**src/rtl/lirq_pkg.sv**
```systemverilog
package lirq_pkg;
  localparam int unsigned CORE_ID_W = 2;

  localparam int unsigned OFS_GPU_ROUTE = 'h0C;
  localparam int unsigned OFS_PMU_SET   = 'h10;
  localparam int unsigned OFS_PMU_CLR   = 'h14;
  localparam int unsigned OFS_TMR_CTL   = 'h40;
  localparam int unsigned OFS_MBX_CTL   = 'h50;
  localparam int unsigned OFS_IRQ_PEND  = 'h60;
  localparam int unsigned OFS_FIQ_PEND  = 'h70;
  localparam int unsigned CORE_STRIDE   = 4;

  typedef struct packed {
    logic                 en;
    logic                 fiq_mode;
    logic [CORE_ID_W-1:0] fiq_core;
    logic [CORE_ID_W-1:0] irq_core;
  } gpu_route_t;
endpackage

```
**src/rtl/lirq_regs.sv**
```systemverilog
module lirq_regs
  import lirq_pkg::*;
#(
  parameter int unsigned N_CORES = 4,
  parameter int unsigned N_LINES = 4,
  parameter int unsigned ADDR_W  = 8,
  localparam int unsigned CTL_W  = 2 * N_LINES
) (
  input  logic                             clk_i,
  input  logic                             rst_ni,
  input  logic                             wr_en_i,
  input  logic [ADDR_W-1:0]                wr_addr_i,
  input  logic [CTL_W-1:0]                 wr_data_i,
  output logic [N_CORES-1:0][CTL_W-1:0]    tmr_ctl_o,
  output logic [N_CORES-1:0][CTL_W-1:0]    mbx_ctl_o,
  output logic [N_CORES-1:0]               pmu_en_o,
  output gpu_route_t                       gpu_route_o
);
  localparam int unsigned ROUTE_W = $bits(gpu_route_t);

  logic hit_gpu, hit_pset, hit_pclr;
  assign hit_gpu  = wr_en_i && (wr_addr_i == ADDR_W'(OFS_GPU_ROUTE));
  assign hit_pset = wr_en_i && (wr_addr_i == ADDR_W'(OFS_PMU_SET));
  assign hit_pclr = wr_en_i && (wr_addr_i == ADDR_W'(OFS_PMU_CLR));

  always_ff @(posedge clk_i or negedge rst_ni) begin
    if (!rst_ni) begin
      gpu_route_o <= '0;
    end else if (hit_gpu) begin
      gpu_route_o <= gpu_route_t'(wr_data_i[ROUTE_W-1:0]);
    end
  end

  // set/clear pair: zero bits keep state
  always_ff @(posedge clk_i or negedge rst_ni) begin
    if (!rst_ni) begin
      pmu_en_o <= '0;
    end else if (hit_pset) begin
      pmu_en_o <= pmu_en_o | wr_data_i[N_CORES-1:0];
    end else if (hit_pclr) begin
      pmu_en_o <= pmu_en_o & ~wr_data_i[N_CORES-1:0];
    end
  end

  for (genvar c = 0; c < N_CORES; c++) begin : g_core
    logic hit_tmr, hit_mbx;
    assign hit_tmr = wr_en_i && (wr_addr_i == ADDR_W'(OFS_TMR_CTL + CORE_STRIDE * c));
    assign hit_mbx = wr_en_i && (wr_addr_i == ADDR_W'(OFS_MBX_CTL + CORE_STRIDE * c));

    always_ff @(posedge clk_i or negedge rst_ni) begin
      if (!rst_ni) begin
        tmr_ctl_o[c] <= '0;
      end else if (hit_tmr) begin
        tmr_ctl_o[c] <= wr_data_i;
      end
    end

    always_ff @(posedge clk_i or negedge rst_ni) begin
      if (!rst_ni) begin
        mbx_ctl_o[c] <= '0;
      end else if (hit_mbx) begin
        mbx_ctl_o[c] <= wr_data_i;
      end
    end
  end
endmodule

```
**src/rtl/lirq_core_route.sv**
```systemverilog
module lirq_core_route
  import lirq_pkg::*;
#(
  parameter int unsigned N_LINES = 4,
  parameter int unsigned CORE_ID = 0,
  localparam int unsigned CTL_W  = 2 * N_LINES,
  localparam int unsigned PEND_W = 2 * N_LINES + 2
) (
  input  logic [N_LINES-1:0] tmr_i,
  input  logic [N_LINES-1:0] mbx_i,
  input  logic [CTL_W-1:0]   tmr_ctl_i,
  input  logic [CTL_W-1:0]   mbx_ctl_i,
  input  logic               gpu_i,
  input  gpu_route_t         gpu_route_i,
  input  logic               pmu_i,
  input  logic               pmu_en_i,
  output logic [PEND_W-1:0]  irq_pend_o,
  output logic [PEND_W-1:0]  fiq_pend_o,
  output logic               irq_o,
  output logic               fiq_o
);
  localparam logic [CORE_ID_W-1:0] MY_ID = CORE_ID_W'(CORE_ID);

  logic [N_LINES-1:0] tmr_irq_en, tmr_fiq_en, mbx_irq_en, mbx_fiq_en;
  logic               gpu_to_irq, gpu_to_fiq;

  // fast enable masks the normal one
  assign tmr_fiq_en = tmr_ctl_i[CTL_W-1:N_LINES];
  assign mbx_fiq_en = mbx_ctl_i[CTL_W-1:N_LINES];
  assign tmr_irq_en = tmr_ctl_i[N_LINES-1:0] & ~tmr_fiq_en;
  assign mbx_irq_en = mbx_ctl_i[N_LINES-1:0] & ~mbx_fiq_en;

  assign gpu_to_irq = gpu_route_i.en && !gpu_route_i.fiq_mode && (gpu_route_i.irq_core == MY_ID);
  assign gpu_to_fiq = gpu_route_i.en &&  gpu_route_i.fiq_mode && (gpu_route_i.fiq_core == MY_ID);

  assign irq_pend_o = {pmu_i & pmu_en_i, gpu_i & gpu_to_irq,
                       mbx_i & mbx_irq_en, tmr_i & tmr_irq_en};
  assign fiq_pend_o = {1'b0, gpu_i & gpu_to_fiq,
                       mbx_i & mbx_fiq_en, tmr_i & tmr_fiq_en};

  assign irq_o = |irq_pend_o;
  assign fiq_o = |fiq_pend_o;
endmodule

```
**src/rtl/lirq_rd_mux.sv**
```systemverilog
module lirq_rd_mux
  import lirq_pkg::*;
#(
  parameter int unsigned N_CORES = 4,
  parameter int unsigned N_LINES = 4,
  parameter int unsigned ADDR_W  = 8,
  localparam int unsigned CTL_W  = 2 * N_LINES,
  localparam int unsigned PEND_W = 2 * N_LINES + 2
) (
  input  logic [ADDR_W-1:0]              rd_addr_i,
  input  logic [N_CORES-1:0][CTL_W-1:0]  tmr_ctl_i,
  input  logic [N_CORES-1:0][CTL_W-1:0]  mbx_ctl_i,
  input  logic [N_CORES-1:0]             pmu_en_i,
  input  gpu_route_t                     gpu_route_i,
  input  logic [N_CORES-1:0][PEND_W-1:0] irq_pend_i,
  input  logic [N_CORES-1:0][PEND_W-1:0] fiq_pend_i,
  output logic [PEND_W-1:0]              rd_data_o
);
  always_comb begin
    rd_data_o = '0;
    if (rd_addr_i == ADDR_W'(OFS_GPU_ROUTE)) rd_data_o = PEND_W'(gpu_route_i);
    if (rd_addr_i == ADDR_W'(OFS_PMU_SET) || rd_addr_i == ADDR_W'(OFS_PMU_CLR))
      rd_data_o = PEND_W'(pmu_en_i);
    for (int c = 0; c < N_CORES; c++) begin
      if (rd_addr_i == ADDR_W'(OFS_TMR_CTL + CORE_STRIDE * c)) rd_data_o = PEND_W'(tmr_ctl_i[c]);
      if (rd_addr_i == ADDR_W'(OFS_MBX_CTL + CORE_STRIDE * c)) rd_data_o = PEND_W'(mbx_ctl_i[c]);
      if (rd_addr_i == ADDR_W'(OFS_IRQ_PEND + CORE_STRIDE * c)) rd_data_o = irq_pend_i[c];
      if (rd_addr_i == ADDR_W'(OFS_FIQ_PEND + CORE_STRIDE * c)) rd_data_o = fiq_pend_i[c];
    end
  end
endmodule

```
**src/rtl/lirq_router.sv**
```systemverilog
module lirq_router
  import lirq_pkg::*;
#(
  parameter int unsigned N_CORES = 4,
  parameter int unsigned N_LINES = 4,
  parameter int unsigned ADDR_W  = 8,
  localparam int unsigned CTL_W  = 2 * N_LINES,
  localparam int unsigned PEND_W = 2 * N_LINES + 2,
  localparam int unsigned SRC_W  = N_CORES * N_LINES
) (
  input  logic               clk_i,
  input  logic               rst_ni,
  input  logic               wr_en_i,
  input  logic [ADDR_W-1:0]  wr_addr_i,
  input  logic [CTL_W-1:0]   wr_data_i,
  input  logic [ADDR_W-1:0]  rd_addr_i,
  output logic [PEND_W-1:0]  rd_data_o,
  input  logic [SRC_W-1:0]   tmr_req_i,
  input  logic [SRC_W-1:0]   mbx_act_i,
  input  logic               gpu_irq_i,
  input  logic               pmu_irq_i,
  output logic [N_CORES-1:0] irq_o,
  output logic [N_CORES-1:0] fiq_o
);
  logic [N_CORES-1:0][CTL_W-1:0]  tmr_ctl, mbx_ctl;
  logic [N_CORES-1:0]             pmu_en;
  gpu_route_t                     gpu_route;
  logic [N_CORES-1:0][PEND_W-1:0] irq_pend, fiq_pend;

  lirq_regs #(.N_CORES(N_CORES), .N_LINES(N_LINES), .ADDR_W(ADDR_W)) i_regs (
    .clk_i       (clk_i),
    .rst_ni      (rst_ni),
    .wr_en_i     (wr_en_i),
    .wr_addr_i   (wr_addr_i),
    .wr_data_i   (wr_data_i),
    .tmr_ctl_o   (tmr_ctl),
    .mbx_ctl_o   (mbx_ctl),
    .pmu_en_o    (pmu_en),
    .gpu_route_o (gpu_route)
  );

  for (genvar c = 0; c < N_CORES; c++) begin : g_route
    lirq_core_route #(.N_LINES(N_LINES), .CORE_ID(c)) i_route (
      .tmr_i       (tmr_req_i[c*N_LINES +: N_LINES]),
      .mbx_i       (mbx_act_i[c*N_LINES +: N_LINES]),
      .tmr_ctl_i   (tmr_ctl[c]),
      .mbx_ctl_i   (mbx_ctl[c]),
      .gpu_i       (gpu_irq_i),
      .gpu_route_i (gpu_route),
      .pmu_i       (pmu_irq_i),
      .pmu_en_i    (pmu_en[c]),
      .irq_pend_o  (irq_pend[c]),
      .fiq_pend_o  (fiq_pend[c]),
      .irq_o       (irq_o[c]),
      .fiq_o       (fiq_o[c])
    );
  end

  lirq_rd_mux #(.N_CORES(N_CORES), .N_LINES(N_LINES), .ADDR_W(ADDR_W)) i_rd_mux (
    .rd_addr_i   (rd_addr_i),
    .tmr_ctl_i   (tmr_ctl),
    .mbx_ctl_i   (mbx_ctl),
    .pmu_en_i    (pmu_en),
    .gpu_route_i (gpu_route),
    .irq_pend_i  (irq_pend),
    .fiq_pend_i  (fiq_pend),
    .rd_data_o   (rd_data_o)
  );
endmodule

```
**config.mk**
```make
export PLATFORM = sky130hd
export DESIGN_NAME = lirq_router
export DESIGN_NICKNAME = d
export VERILOG_FILES = /design/src/rtl/lirq_pkg.sv /design/src/rtl/lirq_regs.sv /design/src/rtl/lirq_core_route.sv /design/src/rtl/lirq_rd_mux.sv /design/src/rtl/lirq_router.sv
export SDC_FILE = /design/constraint.sdc
export NUM_CORES = 1
export LEC_CHECK = 0
export ABC_AREA = 1
export BUFFER_PORTS_ARGS = -buffer_cell sky130_fd_sc_hd__buf_2
export CAP_MARGIN = 10
export CORE_ASPECT_RATIO = 0.8
export CORE_MARGIN = 2
export CORE_UTILIZATION = 40
export DETAILED_ROUTE_END_ITERATION = 8
export GPL_TIMING_DRIVEN = 0
export PLACE_DENSITY = 0.7
export SETUP_SLACK_MARGIN = 0.3
export SLEW_MARGIN = 25
export SYNTH_ARGS = -nofsm -noshare
export SYNTH_HDL_FRONTEND = slang
export SYNTH_HIERARCHICAL = 1
export SYNTH_SLANG_ARGS = --single-unit
export TNS_END_PERCENT = 1
```
**constraint.sdc**
```tcl
create_clock -name clk_i -period 2.6 [get_ports clk_i]
set_input_delay 0.52 -clock clk_i [delete_from_list [all_inputs] [get_ports clk_i]]
set_output_delay 0.52 -clock clk_i [all_outputs]
set_load 0.02 [all_outputs]
```
* After elaboration in Yosys (flattened, before gate mapping) *
Index checks and enable logic that the tools add are counted.

word-level totals
  output and inout port bits = 18
  bits in registers = 74
  bits of input ports = 61

operators by class
  reduce and logical (&&, ||, !) cells = 34
  eq/ne operators = 36
  mux-type cells = 20
  bitwise gates (word level) = 47

operator list
  operator                                        number
  == test 8 x 7 -> 1 bit (second input constant)  24
  two-way mux 10 bit                              14
  bitwise AND 4 bit                               25
  OR reduction 10 bit                             4
  inverter 4 bit                                  9
  OR reduction 9 bit                              4
  == test 8 x 5 -> 1 bit (second input constant)  4
  logical AND 1 bit                               21
  == test 8 x 4 -> 1 bit (second input constant)  2
  two-way mux 8 bit                               2
  bitwise AND 1 bit                               12
  two-way mux 6 bit                               2
  == test 2 bit (second input constant)           4
  two-way mux 4 bit                               2
  == test 2 x 1 -> 1 bit (second input constant)  2
  zero test 2 bit                                 2
  OR 4 bit                                        1
  nonzero test 2 bit                              1
  zero test 1 bit                                 1
  logical OR 1 bit                                1

* Depth between registers and ports, before layout *
Gate-level depths: netlist of run 1.

  depth after elaboration = 19
  mapped depth = 15

* Hierarchy *
Netlist of run 1, hierarchy kept.

modules (own cells, without submodules)
  module                                    area each (sq um)  cells an instance  times used
  lirq_regs                                 3330.7             358                1
  lirq_rd_mux                               1445.1             295                1
  lirq_core_route (g_route[1].i_route ...)  281.5              66                 2
  lirq_core_route (g_route[0].i_route)      322.8              66                 1
  lirq_core_route (g_route[3].i_route)      317.8              66                 1

* Least setup slack after synthesis of run 1 *
OpenSTA, ideal clock, no wires.

  path type = input to output
  start = input rd_addr_i[0]
  end = output rd_data_o[7]
  setup slack = 0.292 ns
  stages on the path = 14
  arrival = 1.788 ns
  required time = 2.080 ns
  path through = inv_2 nand2_2 nor2_1 buf_2 inv_4 nor2_4 nand2_1 nand3_1 o21ai_1 nand3_1 nand2_1 nand4_1 nand2_1 nand4_1

between the ends
  longest elaborated chain between the ends = 17

ends and longest elaborated chain
  what                    line               text
  start: declaration      lirq_router.sv:16  input logic [ADDR_W-1:0] rd_addr_i,
  == test 8 x 7 -> 1 bit  lirq_rd_mux.sv:25  if (rd_addr_i == ADDR_W'(OFS_TMR_CTL + CORE_STRIDE * c)) rd_data_o = PEND_W'(tmr_ctl_i[c]);
  two-way mux 8 bit       lirq_rd_mux.sv:25
  two-way mux 8 bit       lirq_rd_mux.sv:26  if (rd_addr_i == ADDR_W'(OFS_MBX_CTL + CORE_STRIDE * c)) rd_data_o = PEND_W'(mbx_ctl_i[c]);
  two-way mux 10 bit      lirq_rd_mux.sv:27  if (rd_addr_i == ADDR_W'(OFS_IRQ_PEND + CORE_STRIDE * c)) rd_data_o = irq_pend_i[c];
  two-way mux 10 bit      lirq_rd_mux.sv:28  if (rd_addr_i == ADDR_W'(OFS_FIQ_PEND + CORE_STRIDE * c)) rd_data_o = fiq_pend_i[c];
  two-way mux 10 bit      lirq_rd_mux.sv:25
  two-way mux 10 bit      lirq_rd_mux.sv:26
  two-way mux 10 bit      lirq_rd_mux.sv:27
  two-way mux 10 bit      lirq_rd_mux.sv:28
  two-way mux 10 bit      lirq_rd_mux.sv:25
  two-way mux 10 bit      lirq_rd_mux.sv:26
  two-way mux 10 bit      lirq_rd_mux.sv:27
  two-way mux 10 bit      lirq_rd_mux.sv:28
  two-way mux 10 bit      lirq_rd_mux.sv:25
  two-way mux 10 bit      lirq_rd_mux.sv:26
  two-way mux 10 bit      lirq_rd_mux.sv:27
  two-way mux 10 bit (*)  lirq_rd_mux.sv:28
  end: declaration        lirq_router.sv:17  output logic [PEND_W-1:0] rd_data_o,

Every way passes the cells marked *; elsewhere a longest branch is shown, timed or not.

* Final worst setup path of run 1 *
  start = input rd_addr_i[0]
  end = output rd_data_o[3]

between the ends
  longest elaborated chain between the ends = 19

ends and longest elaborated chain
  what                                                              line                                  text
  == test 8 x 4 -> 1 bit or == test 8 x 5 -> 1 bit (tied branches)  lirq_rd_mux.sv:21, lirq_rd_mux.sv:22
  two-way mux 6 bit or logical OR 1 bit (tied branches)             lirq_rd_mux.sv:21, lirq_rd_mux.sv:22
  two-way mux 6 bit                                                 lirq_rd_mux.sv:22                     if (rd_addr_i == ADDR_W'(OFS_PMU_SET) || rd_addr_i == ADDR_W'(OFS_PMU_CLR))
  two-way mux 8 bit                                                 lirq_rd_mux.sv:25
  two-way mux 8 bit                                                 lirq_rd_mux.sv:26
  two-way mux 10 bit                                                lirq_rd_mux.sv:27
  two-way mux 10 bit                                                lirq_rd_mux.sv:28
  two-way mux 10 bit                                                lirq_rd_mux.sv:25
  [3 not listed]                                                    n/a
  two-way mux 10 bit                                                lirq_rd_mux.sv:25
  two-way mux 10 bit                                                lirq_rd_mux.sv:26
  two-way mux 10 bit                                                lirq_rd_mux.sv:27
  two-way mux 10 bit                                                lirq_rd_mux.sv:28
  two-way mux 10 bit                                                lirq_rd_mux.sv:25
  two-way mux 10 bit                                                lirq_rd_mux.sv:26
  two-way mux 10 bit                                                lirq_rd_mux.sv:27
  two-way mux 10 bit (*)                                            lirq_rd_mux.sv:28

Marks and branches as above.

==> flow_metrics.tcl, run 1 <==
set metrics [dict create \
    critical-path-top-delay-family "simple AND/OR/NAND/NOR gates" \
    syn_area_per_cell_sq_um 6.52 \
    post-route-drc-count 0 \
    floorplan.die_area_sq_um 15900 \
    h-tree-depth 3 \
    worstSkewPairLatency_ns 0.33 \
    grt_antenna_before_repair 0 \
    io_pins 79 \
    worst_slew_pin_slew_ns 0.544 \
    crit_chain "buf_6, inv_2, nand2_4, nor2_2, nand2_4, nor2_8, inv_4, or2_0, nand2_1, nand4_1, nor2_1, nand4_1, nand2_1, nand2_1, buf_2" \
    yosys.area.top_type "sky130_fd_sc_hd__dfrtp_1" \
    core_region_area_sq_um 14400 \
    die_w_microns 141 \
    finalInstanceArea_sq_um 7280 \
    gr-usage-all-layers 0.252 \
    cpMostUsedCell "sky130_fd_sc_hd__nand2_1" \
    hp-class "input port to async pin" \
    ys_warn_count 6 \
    synthXorXnorAreaFrac 0 \
    maximum_capacitance_violations 0 \
    cp-start-kind "input port" \
    netlist_instances 917 \
    clk_path_buf_depth 2 \
    post-route-util 0.504 \
    r2r_setup_slack_ns 1.82 \
    layout_setup_ws_ns -0.182 \
    cts-buffers-inserted 9 \
    p_leak_nw 4.22 \
    chipHeight_microns 113 \
    worst_r2r_startpoint "i_regs/gpu_route_o[4]$_DFFE_PN0P_" \
    finalClockSkew_ns 0 \
    placement_rows 39 \
    cts_hold_buf 0 \
    complex_gate_fraction_of_the_synthesized_area 0.0513 \
    power.share.clock 0.449 \
    drt_iter0_markers 671 \
    cp_slowest_cell "sky130_fd_sc_hd__nor2_8" \
    worst_r2r_path_depth 2 \
    synth_top_cell_area_share 0.310 \
    synth_top_family_by_area "simple AND/OR/NAND/NOR gates" \
    crit_path_max_fanout 7 \
    globalplace.congestion 0.978 \
    sequential_area_share_after_synthesis 0.310 \
    syn-cell-area_sq_um 5980 \
    switching_share 0.277 \
    globalRouteOverflowTotal 0 \
    share_comb_of_total_power 0.152 \
    largest_net_degree_at_the_start_of_global_routing 53 \
    post_synth_and_or_nand_nor_area_fraction 0.507 \
    total_placed_instance_area_sq_um 6600 \
    cpPeakStageDelay_ns 0.20 \
    synthesis.nets 978 \
    cts_tree "built" \
    p_int_mw 2.32 \
    status "complete, but fails checks" \
    report.final.slew_viol_count 0 \
    post-route-min-period_ns 2.78 \
    criticalPathCategory "input port to output pin" \
    clk_pin_slew_ns 0.06 \
    ant_nets 0 \
    vias_per_std_cell 5.16 \
    clock_tree.root_cell "sky130_fd_sc_hd__clkbuf_16" \
    worstPathArrival_ns 2.26 \
    postRouteWirelength_mm 19.6 \
    cp.required_ns 2.08 \
    routed_vias 6221 \
    power.switching_mw 0.888 \
    layout-area-overhead-vs-synth_pct 21.8 \
    cp_buf_inv_count 4 \
    ys_dominant_reg_cell "sky130_fd_sc_hd__dfrtp_1" \
    first_global_vias 5725 \
    share_of_layout_cells_above_drive_strength_1 0.258 \
    regToRegEndpoint "i_regs/gpu_route_o[4]$_DFFE_PN0P_" \
    synth_edf_count 0 \
    violations "negative setup slack" \
    design.final.nets 1078 \
    iteration_count_of_the_initial_detailed_routing_pass 7 \
    count_of_final_setup_violators 8 \
    synth.area.mux_share 0 \
    initial_utilization 0.414 \
    largest_cells_by_area_after_synthesis "sky130_fd_sc_hd__dfrtp_1 31%, sky130_fd_sc_hd__nand2_1 21%, sky130_fd_sc_hd__nand3_1 10%, sky130_fd_sc_hd__inv_1 8.3%, sky130_fd_sc_hd__nor2_1 3.3%" \
    synth_cell_types 36 \
    vdd.ir_drop.worst_uv 300 \
    grt_pass1_wl_mm 31.1 \
    yosys.area_share.adder 0 \
    maxSlewHeadroom 0.637 \
    final.period_utilization 1.07 \
    max_freq_mhz 360 \
    worstSetupEndpointType "output pin" \
    insertedDiodeCount 0 \
    numPortBuffers 71 \
    ys_async_sr_fraction 1.00 \
    numClockSinks 74 \
    power_per_cell_area_nw_per_um2 440 \
    final-hold-violation-count 0 \
    detail_route.wl_per_cell_microns 16.3 \
    unrepaired_setup_endpoints_after_global_routing "true" \
    reg_power_frac 0.399 \
    dp.final_hpwl_mm 14.8 \
    synth_seq_cells 74 \
]
==> power groups by stage <==
stage / combinational, mW / sequential (mW) / clock (mW)
2_1_floorplan: 0.273 / 1.27 / 0
3_3_place_gp: 0.441 / 1.29 / 0
3_5_place_dp: 0.452 / 1.30 / 0
4_1_cts: 0.475 / 1.27 / 1.46
5_1_grt: 0.538 / 1.28 / 1.51
6_report: 0.486 / 1.28 / 1.44
==> Yosys cell counts, types with 5 or more instances <==
cell,n
sky130_fd_sc_hd__a22o_1,5
sky130_fd_sc_hd__nor2_1,53
sky130_fd_sc_hd__o21ai_2,14
sky130_fd_sc_hd__nand2_1,330
sky130_fd_sc_hd__inv_1,133
sky130_fd_sc_hd__nor2_2,21
sky130_fd_sc_hd__nand2_4,7
sky130_fd_sc_hd__buf_4,7
sky130_fd_sc_hd__buf_2,5
sky130_fd_sc_hd__a221oi_1,7
sky130_fd_sc_hd__nand3_2,17
sky130_fd_sc_hd__a21oi_1,7
sky130_fd_sc_hd__dfrtp_1,74
sky130_fd_sc_hd__nor2_4,13
sky130_fd_sc_hd__buf_6,6
sky130_fd_sc_hd__inv_2,22
sky130_fd_sc_hd__o21ai_1,7
sky130_fd_sc_hd__nand3_1,120
sky130_fd_sc_hd__nand4_1,21
sky130_fd_sc_hd__nand2_2,8
==> how the worst max path moves through the flow <==
stage                  from      endpoint  slack (ns)  depth (start not counted)
2_1_floorplan  rd_addr_i[0]  rd_data_o[3]        0.33                         13
4_1_cts        rd_addr_i[1]  rd_data_o[6]       -0.16                         16
3_5_place_dp   rd_addr_i[0]  rd_data_o[6]       -0.45                         16
6_report       rd_addr_i[0]  rd_data_o[3]       -0.18                         15
3_3_place_gp   rd_addr_i[0]  rd_data_o[6]       -0.46                         16
5_1_grt        rd_addr_i[5]  rd_data_o[1]       -0.30                         16
==> timing repair <==
action | CTS | global route
resized for setup | 34 | 24
setup buffers | 14 | 2
gates cloned | 1 | 0
pin swaps | 18 | 16
endpoints found under the setup margin | 10 | 10
==> registers in the layout (all words and copies together), names as in the netlist, named ones only <==
| name | cells |
|---|---|
| i_regs/mbx_ctl_o | 32 |
| i_regs/tmr_ctl_o | 32 |
| i_regs/gpu_route_o | 6 |
==> routing by layer <==
metal  up-vias  track usage  part of all wire
met5         -            0                 0
met4         0       0.0633             0.015
met3        26       0.0410             0.080
met2       255        0.382              0.44
met1      2881        0.374              0.47
li1       3059            -                 -
==> cells in the final DEF, fill, tap and decap left out, drive strengths merged <==
cell,instances
a21oi,7
a221oi,7
a22o,5
and2,1
and3,3
buf,105
bufinv,3
clkbuf,14
clkinv,3
clkinvlp,1
conb,4
dfrtp,74
inv,158
nand2,345
nand3,141
nand3b,1
nand4,21
nor2,92
nor3,4
o2111ai,1
o21ai,21
or2,11
==> final cells by class <==
class,instances,area [sq um]
buffer,21,175
sequential,74,1850
clock inverter,6,115
clock buffer,10,229
inverter,159,624
tap,184,230
fill,1458,7160
timing repair buffer,88,562
multi-input combinational,664,3490
==> logic make-up (layout without fill, tap and decap cells) <==
| kind of cell | Yosys count | in the layout |
|---|---|---|
| AO/OA/AOI/OAI | 41 | 41 |
| buffers and inverters | 180 | 284 |
| flip-flops | 74 | 74 |
| other | 4 | 4 |
| AND/OR/NAND/NOR | 618 | 619 |
==> per-stage QoR <==
stage	TNS, ns	instances	power, mW	worst slack [ns]	hold slack (ns)
floorplan	0	917	1.54	0.328	0.224
global placement	-2.52	1172	1.74	-0.460	0.487
detailed placement	-2.72	1173	1.75	-0.445	0.450
CTS	-0.996	1204	3.21	-0.164	0.0919
global route	-2.15	1206	3.33	-0.302	0.104
finish	-1.26	1206	3.20	-0.182	0.0791
Power figures use the tool's default switching activity.
==> run 2, diff against run 1 <==
Settings changed: CORE_UTILIZATION 40 to 59, PLACE_DENSITY 0.7 to 0.92.
==> flow_metrics.tcl, run 2 (synthesized netlist as in run 1, its figures left out) <==
set metrics [dict create \
    total_placed_instance_area_sq_um 6540 \
    h-tree-depth 3 \
    layout-area-overhead-vs-synth_pct 22.4 \
    power_per_cell_area_nw_per_um2 418 \
    cp-start-kind "input port" \
    io_pins 79 \
    floorplan.die_area_sq_um 11000 \
    tns_ns -1.44 \
    globalRouteMet2Util 0.555 \
    gr-usage-all-layers 0.362 \
    hp-class "input port to async pin" \
    iteration_count_of_the_initial_detailed_routing_pass 8 \
    violations "negative setup slack" \
    whs_ns 0.0731 \
    final.period_utilization 1.09 \
    insertedDiodeCount 0 \
    final-hold-violation-count 0 \
    post-route-min-period_ns 2.84 \
    criticalPathCategory "input port to output pin" \
    detail_route.wl_per_cell_microns 17.5 \
    worstSkewPairLatency_ns 0.34 \
    chipHeight_microns 94.0 \
    finalClockSkew_ns 0 \
    design.final.nets 1083 \
    maxSlewHeadroom 0.657 \
    die_w_microns 117 \
    worst_slew_pin_slew_ns 0.514 \
    detailedPlace.worstSlack_ns -0.247 \
    cts-buffers-inserted 9 \
    p_leak_nw 4.26 \
    cp.required_ns 2.08 \
    placement_rows 32 \
    clock_tree.root_cell "sky130_fd_sc_hd__clkbuf_16" \
    grt_antenna_before_repair 0 \
    vdd.ir_drop.worst_uv 336 \
    globalRouteOverflowTotal 0 \
    mostFrequentLayoutCells "324 x sky130_fd_sc_hd__nand2_1, 132 x sky130_fd_sc_hd__inv_1, 114 x sky130_fd_sc_hd__nand3_1" \
    regToRegEndpoint "i_regs/gpu_route_o[4]$_DFFE_PN0P_" \
    r2r_setup_slack_ns 1.80 \
    ant_nets 0 \
    layout.cells.most_common "sky130_fd_sc_hd__nand2_1" \
    layout_setup_ws_ns -0.237 \
    reg_top3 "i_regs/mbx_ctl_o (32), i_regs/tmr_ctl_o (32), i_regs/gpu_route_o (6)" \
    routed_vias 6713 \
    gr_busiest_metal "met2" \
    worst_r2r_startpoint "i_regs/gpu_route_o[4]$_DFFE_PN0P_" \
    gr-usage-met3 0.0910 \
    worst_r2r_path_depth 2 \
    dp.final_hpwl_mm 13.7 \
    first_global_vias 5936 \
    clk_pin_slew_ns 0.06 \
    count_of_final_setup_violators 8 \
    cts_hold_buf 0 \
    max_freq_mhz 352 \
    crit_path_max_fanout 7 \
    postRouteWirelength_mm 20.4 \
    cts_tree "built" \
    worstSetupEndpointType "output pin" \
    status "complete, but fails checks" \
    core_region_area_sq_um 9770 \
    maximum_capacitance_violations 0 \
    report.final.slew_viol_count 0 \
    placed_cells_incl_taps 1125 \
    largest_net_degree_at_the_start_of_global_routing 54 \
    post-route-drc-count 0 \
    globalplace.congestion 0.986 \
    post-route-util 0.749 \
    grt_pass1_wl_mm 30.0 \
    finalInstanceArea_sq_um 7320 \
    grt_use_met1 0.498 \
    share_of_layout_cells_above_drive_strength_1 0.270 \
    clk_path_buf_depth 2 \
    totalPowerFinal_mw 3.06 \
    numPortBuffers 71 \
    numClockSinks 74 \
    worstPathArrival_ns 2.32 \
    initial_utilization 0.612 \
    unrepaired_setup_endpoints_after_global_routing "true" \
    post_layout_nonfiller_instances 1162 \
    vias_per_std_cell 5.78 \
    drt_iter0_markers 953 \
]
-- run 2: critical path: stages --
cell and delay (ns):
sky130_fd_sc_hd__buf_2 0.14, sky130_fd_sc_hd__inv_4 0.11, sky130_fd_sc_hd__nand2_4 0.07, sky130_fd_sc_hd__nor2_4 0.22, sky130_fd_sc_hd__inv_2 0.09, sky130_fd_sc_hd__nor2_4 0.22, sky130_fd_sc_hd__a21oi_1 0.14, sky130_fd_sc_hd__nand4_1 0.22
sky130_fd_sc_hd__nand2_1 0.08, sky130_fd_sc_hd__nand3_1 0.11, sky130_fd_sc_hd__nor2_1 0.07, sky130_fd_sc_hd__nand4_1 0.06, sky130_fd_sc_hd__nand2_1 0.05, sky130_fd_sc_hd__nand2_1 0.05, sky130_fd_sc_hd__buf_2 0.15
-- run 2: worst max-delay path by stage --
| stage | startpoint | endpoint | depth (start not counted) |
|---|---|---|---|
| after floorplan | rd_addr_i[0] | rd_data_o[3] | 13 |
| after global routing | rd_addr_i[7] | rd_data_o[1] | 15 |
| after CTS | rd_addr_i[1] | rd_data_o[6] | 16 |
| final | rd_addr_i[4] | rd_data_o[4] | 15 |
| after detailed placement | rd_addr_i[0] | rd_data_o[6] | 16 |
| after global placement | rd_addr_i[0] | rd_data_o[6] | 16 |
-- run 2: area by class of cell --
type	instances	area [sq um]
Inverter	159	634
Multi-Input combinational cell	664	3550
Fill cell	741	2450
Clock buffer	11	253
Buffer	21	186
Clock inverter	4	51.3
Tap cell	136	170
Sequential cell	74	1850
Timing Repair Buffer	93	619
-- run 2: per-layer routing --
| layer | part of all wire | up-vias |
|---|---|---|
| met2 | 0.44 | 538 |
| met3 | 0.14 | 114 |
| met5 | 0 | - |
| met4 | 0.046 | 0 |
| met1 | 0.38 | 2992 |
| li1 | - | 3069 |
-- run 2: report_power, final --
part | total (mW) | internal [mW] | switching (mW) | leakage, nW
combinational | 0.509 | 0.173 | 0.336 | 3.09
sequential | 1.28 | 1.21 | 0.0723 | 1.02
clock | 1.27 | 0.789 | 0.483 | 0.148
-- run 2: timing repair --
action | 4_1_cts | 5_1_grt
gates resized for setup | 38 | 46
pin swaps | 20 | 33
setup buffers | 13 | 8
gates cloned | 1 | 0
endpoints found under the setup margin | 10 | 10
